==> src/rtl/tsp_pkg.sv <==
package tsp_pkg;
    localparam int unsigned TSP_NSLOT_DEF = 7;
    localparam int unsigned TSP_TEMP_W_DEF = 16;
    localparam int unsigned TSP_RATE_W_DEF = 16;

    // modular successor used when scanning slots
    function automatic int unsigned tsp_wrap(input int unsigned a, input int unsigned n);
        return a % n;
    endfunction
endpackage

==> src/rtl/tsp_rate_timer.sv <==
module tsp_rate_timer #(
    parameter int unsigned RATE_W = 16
) (
    input  logic              clk,
    input  logic              rst_n,
    input  logic              en,
    input  logic              fire,
    input  logic [RATE_W-1:0] reload,
    output logic              zero
);
    logic [RATE_W-1:0] cnt_d, cnt_q;

    always_comb begin
        cnt_d = cnt_q;
        if (!en || fire) begin
            cnt_d = reload;
        end else if (cnt_q != '0) begin
            cnt_d = cnt_q - 1'b1;
        end
    end

    always_ff @(posedge clk or negedge rst_n) begin
        if (!rst_n) cnt_q <= '0;
        else        cnt_q <= cnt_d;
    end

    assign zero = (cnt_q == '0);


    fire_at_zero_chk: assert property (@(posedge clk) disable iff (!rst_n)
        fire |-> cnt_q == '0);
endmodule

==> src/rtl/tsp_slot_pick.sv <==
module tsp_slot_pick import tsp_pkg::*; #(
    parameter int unsigned NSLOT  = 7,
    parameter int unsigned SLOT_W = 3
) (
    input  logic [NSLOT-1:0]  mask,
    input  logic [SLOT_W-1:0] last,
    output logic [SLOT_W-1:0] pick,
    output logic              any
);
    always_comb begin
        logic found;
        found = 1'b0;
        pick  = '0;
        for (int k = 1; k <= int'(NSLOT); k++) begin
            int unsigned s;
            s = tsp_wrap(int'(last) + k, NSLOT);
            if (!found && mask[s]) begin
                pick  = SLOT_W'(s);
                found = 1'b1;
            end
        end
        any = |mask;
    end
endmodule

==> src/rtl/tsense_poll_arb.sv <==
module tsense_poll_arb import tsp_pkg::*; #(
    parameter int unsigned NSLOT  = TSP_NSLOT_DEF,
    parameter int unsigned TEMP_W = TSP_TEMP_W_DEF,
    parameter int unsigned RATE_W = TSP_RATE_W_DEF,
    localparam int unsigned SLOT_W = (NSLOT > 1) ? $clog2(NSLOT) : 1
) (
    input  logic                    clk,
    input  logic                    rst_n,
    input  logic                    poll_en_wr,
    input  logic                    poll_lock,
    input  logic [NSLOT-1:0]        slot_mask,
    input  logic [RATE_W-1:0]       rate_reload,
    input  logic                    ptr_sel,
    input  logic                    eng_busy,
    input  logic                    eng_err,
    input  logic                    eng_done,
    input  logic [TEMP_W-1:0]       eng_rdata,
    input  logic                    sw_req,
    output logic                    poll_en_eff,
    output logic                    sw_grant,
    output logic                    cmd_valid,
    output logic [SLOT_W-1:0]       cmd_slot,
    output logic                    cmd_ptr_wr,
    output logic [SLOT_W-1:0]       last_slot,
    output logic [NSLOT*TEMP_W-1:0] temp_flat
);
    typedef struct packed {
        logic                         cv;
        logic [SLOT_W-1:0]            slot;
        logic                         ptrw;
        logic                         inf;
        logic [SLOT_W-1:0]            last;
        logic [NSLOT-1:0][TEMP_W-1:0] temp;
    } arb_st_t;

    arb_st_t st_d, st_q;
    logic tmr_zero, any_pop, issue;
    logic [SLOT_W-1:0] pick;

    assign poll_en_eff = poll_en_wr | poll_lock;
    assign issue = poll_en_eff & tmr_zero & ~eng_busy & ~eng_err & ~st_q.inf & any_pop;

    tsp_rate_timer #(.RATE_W(RATE_W)) timer_i (
        .clk(clk), .rst_n(rst_n), .en(poll_en_eff), .fire(issue),
        .reload(rate_reload), .zero(tmr_zero)
    );

    tsp_slot_pick #(.NSLOT(NSLOT), .SLOT_W(SLOT_W)) pick_i (
        .mask(slot_mask), .last(st_q.last), .pick(pick), .any(any_pop)
    );

    always_comb begin
        st_d    = st_q;
        st_d.cv = issue;
        if (st_q.inf && eng_done) begin
            st_d.inf = 1'b0;
            if (!eng_err) st_d.temp[st_q.last] = eng_rdata;
        end
        if (issue) begin
            st_d.slot = pick;
            st_d.last = pick;
            st_d.ptrw = ~ptr_sel;
            st_d.inf  = 1'b1;
        end
    end

    always_ff @(posedge clk or negedge rst_n) begin
        if (!rst_n) begin
            st_q      <= '0;
            st_q.last <= SLOT_W'(NSLOT-1);
        end else begin
            st_q <= st_d;
        end
    end

    assign sw_grant   = sw_req & ~poll_en_eff & ~eng_busy & ~st_q.inf;
    assign cmd_valid  = st_q.cv;
    assign cmd_slot   = st_q.slot;
    assign cmd_ptr_wr = st_q.ptrw;
    assign last_slot  = st_q.last;
    assign temp_flat  = st_q.temp;


    no_issue_in_err_chk: assert property (@(posedge clk) disable iff (!rst_n)
        cmd_valid |-> $past(!eng_err && !eng_busy));

    slot_populated_chk: assert property (@(posedge clk) disable iff (!rst_n)
        cmd_valid |-> ((($past(slot_mask)) >> cmd_slot) & NSLOT'(1)) != '0);

    grant_excl_chk: assert property (@(posedge clk) disable iff (!rst_n)
        sw_grant |-> !cmd_valid);

    last_hold_chk: assert property (@(posedge clk) disable iff (!rst_n)
        !cmd_valid |-> $stable(last_slot));

    single_flight_chk: assert property (@(posedge clk) disable iff (!rst_n)
        cmd_valid |=> !cmd_valid);
endmodule

==> config.mk <==
export PLATFORM = sky130hd
export DESIGN_NAME = tsense_poll_arb
export DESIGN_NICKNAME = d
export VERILOG_FILES = /design/src/rtl/tsp_pkg.sv /design/src/rtl/tsp_rate_timer.sv /design/src/rtl/tsp_slot_pick.sv /design/src/rtl/tsense_poll_arb.sv
export SDC_FILE = /design/constraint.sdc
export NUM_CORES = 1
export LEC_CHECK = 0
export CAP_MARGIN = 20
export CORE_MARGIN = 2
export CORE_UTILIZATION = 57
export CTS_CLUSTER_SIZE = 24
export DETAILED_ROUTE_END_ITERATION = 6
export PLACE_DENSITY = 0.87
export SETUP_SLACK_MARGIN = 0.1
export SLEW_MARGIN = 20
export SYNTH_ARGS = -nofsm -noshare
export SYNTH_HDL_FRONTEND = slang
export SYNTH_SLANG_ARGS = --single-unit
==> constraint.sdc <==
create_clock -name clk -period 14.25 [get_ports clk]
set_input_delay 3.5625 -clock clk [delete_from_list [all_inputs] [get_ports clk]]
set_output_delay 3.5625 -clock clk [all_outputs]
set_load 0.005 [all_outputs]
==> impl_metrics.toml <==
[status]
status = "completed"

[worst_setup_path]
cp.arrival_ns = 5.15
cp.depth = 5
crit_buf_inv = 3
cp.required_ns = 10.69
worst-r2r-cell-count = 17
endpoint_kind = "output port"
critPathSlowestCell = "clkdlybuf4s50_1"
cp_max_fo = 4
cp_common_cell = "clkdlybuf4s50_1"
cp_top_family = "buffers and inverters"
path_cells = "clkdlybuf4s50_1 -> nor2_1 -> inv_1 -> nor4b_1 -> clkdlybuf4s50_1"
worstSetupPathType = "primary input to output port"
start_kind = "primary input"
slowest_delay_ns = 0.55

[clock_tree]
post_cts_resized = 0
cts_tree = "done"
clk_path_buf_depth = 2
cts_sinks = 136
clockRootBuffer = "clkbuf_16"
clkTransAtPathRegs_ns = 0.06
numCtsBuffers = 17
hold_buffers = 0
insertion_delay_ns = 0.41
htreeDepth = 4
cts_setup_buffers = 0

[timing]
rsz0062_at_grt = "no"
fin_crit_sh_pct = 61.1
final_hold_viol_count = 0
max_freq_mhz = 115
relSlewSlack_pct = 35.3
fin_crit_ns = 8.71
finClkSkew_ns = 0.00838
drv_slew = 0
setup_slack_ns = 5.54
fin_tns_setup_ns = 0
tightest_slew_ns = 0.968
setup-violations-final = 0

[logic_synthesis]
ys_seq_area_share_pct = 40.7
synthCells = 790
ys_ff_latch = 136
async_flop_share_pct = 100
synth.avg_cell_area_sq_um = 10.6
netlist_area_sq_mm = 0.00836
yosysWarnings = 0
synth_edf_count = 0
ys_types = 72
syn-num-nets = 861
synth_top_cell_by_area = "dfrtp_1"
synth_area_leaders = "dfrtp_1 40%, mux2_2 16%, buf_4 11%"
synth_top_area_share_pct = 40.1
synthFlopType = "dfrtp_1"

[min_path]
hp-class = "register to register"
holdPathStages = 2

[global_route]
grt_overflow = 0
grt_max_degree = 71
grt_pass1_vias = 5977
antenna_found_initial = 0
grt_pass1_wl_mm = 32.4
grtUsageTotal_pct = 26.1

[die]
dieArea_sq_mm = 0.0157
start_util_pct = 58.0
core_area_sq_mm = 0.0144
pin_count = 170
fp.dieW_um = 125
die_h_um = 125
rows = 44

[finish]
drive_gt1_share_pct = 20.5
fill_cells = 1040
fin_area_sq_mm = 0.00995
synthToLayoutAreaGrowth_pct = 19.1
finalNetCount = 903
layout_common_cells = "168 x clkdlybuf4s50_1, 134 x dfrtp_1, 120 x mux2_2"
final_common_cell = "clkdlybuf4s50_1"
n_antenna_cell = 0

[drt]
first_pass_iters = 5
antenna_left = 0
drt-total-wl_mm = 20.2
avgViaCountPerCell = 5.88
drt-initial-drc-count = 409
via_count = 6047
drcViolationCount = 0
wl_per_cell_um = 19.6

[power]
vdd_drop_max_v = 0.0000699
switchingPower_w = 0.000234
total_power_w = 0.00102
power.leakage_nw = 4.48
switching_share_pct = 23.1
power_frac_clock_pct = 47.7
seqPwrFrac_pct = 41.2
pwr-share-comb_pct = 11.1
p_int_w = 0.000782
pwr_density_cell_mw_per_mm2 = 102

[placed_design]
place_ws_ns = 5.55
placed_area_sq_mm = 0.00929
dp_hpwl_mm = 13.7
port-buffer-count = 169
gp_congestion = 0.931

[run]
drv_cap = 0
## path summary, 6_finish.rpt
kind / to / slack [ns] / start
max: sw_grant / 5.54 / poll_en_wr
min: cmd_ptr_wr / 0.49 / cmd_ptr_wr
max reg2reg: cmd_slot[2] / 8.77 / last_slot[1]
min reg2reg: cmd_ptr_wr / 0.49 / cmd_ptr_wr
max in group asynchronous: temp_flat[111] / 9.83 / rst_n
min in group asynchronous: temp_flat[59] / 3.14 / rst_n
## synthesized netlist by cell type (all sizes together), types with 7 or more instances
cell type / count
a21oi: 20
xnor2: 21
clkbuf: 22
nand2: 58
a31oi: 8
ha: 23
mux2i: 20
a211oi: 10
inv: 23
nor2: 24
mux2: 121
xor2: 7
nand3: 13
a22oi: 7
buf: 126
nor4: 10
o21ai: 33
nor3: 14
dfrtp: 134
nor2b: 11
## logic make-up after synthesis
| group | after synthesis | synth area share (%) |
|---|---|---|
| flops | 136 | 40.7 |
| simple gates | 161 | 9.49 |
| compound gates | 129 | 11.0 |
| buf+inv | 171 | 13.1 |
| xor+xnor | 28 | 3.25 |
| mux | 142 | 19.0 |
| fa+ha+maj | 23 | 3.44 |
## stage by stage
step	util [%]	hold WS, ns	std cells
after floorplan	-	0.465	790
after global placement	64.4	0.468	997
after detailed placement	64.4	0.486	997
after CTS	69.0	0.500	1029
after global routing	69.0	0.510	1029
final	69.0	0.490	1029
## per-layer routing
metal	global-route usage, %	wire (um)	part of all wire (%)	vias to the layer above
met5	0	0	0	-
met4	10.1	582	2.9	0
met3	4.92	1100	5.4	36
met2	44.8	10300	51	243
met1	32.8	8210	41	2988
li1	-	-	-	2780
## tightest hold or removal path, stage by stage, from the launching register on
cell	delay (ns)
dfrtp_1	0.34
nand2_1	0.04
o21ai_0	0.06
## registers in the layout (all words and copies together), names as in the netlist
| register | flops |
|---|---|
| last_slot | 2 |
| st_q | 1 |
| temp_flat | 112 |
| cmd_ptr_wr | 1 |
| timer_i.cnt_q | 16 |
| cmd_slot | 3 |
| cmd_valid | 1 |
## power groups by stage
| stage | Sequential, W | Combinational (W) | Clock [W] |
|---|---|---|---|
| final | 0.000418 | 0.000113 | 0.000485 |
| after global routing | 0.000420 | 0.000126 | 0.000508 |
| after CTS | 0.000418 | 0.000113 | 0.000490 |
| after floorplan | 0.000420 | 0.0000723 | 0 |
| after global placement | 0.000423 | 0.000109 | 0 |
| after detailed placement | 0.000424 | 0.000112 | 0 |
## area by class of cell
cell class / instances / area, sq um / area share [%]
tap: 184 / 230 / 2.31
multi-input combinational: 483 / 3860 / 38.8
sequential: 136 / 3410 / 34.2
clock inverter: 10 / 189 / 1.90
timing repair buffer: 171 / 1710 / 17.2
clock buffer: 22 / 474 / 4.76
inverter: 23 / 88.8 / 0.892
No activity file was read; power rests on OpenSTA's default activity.
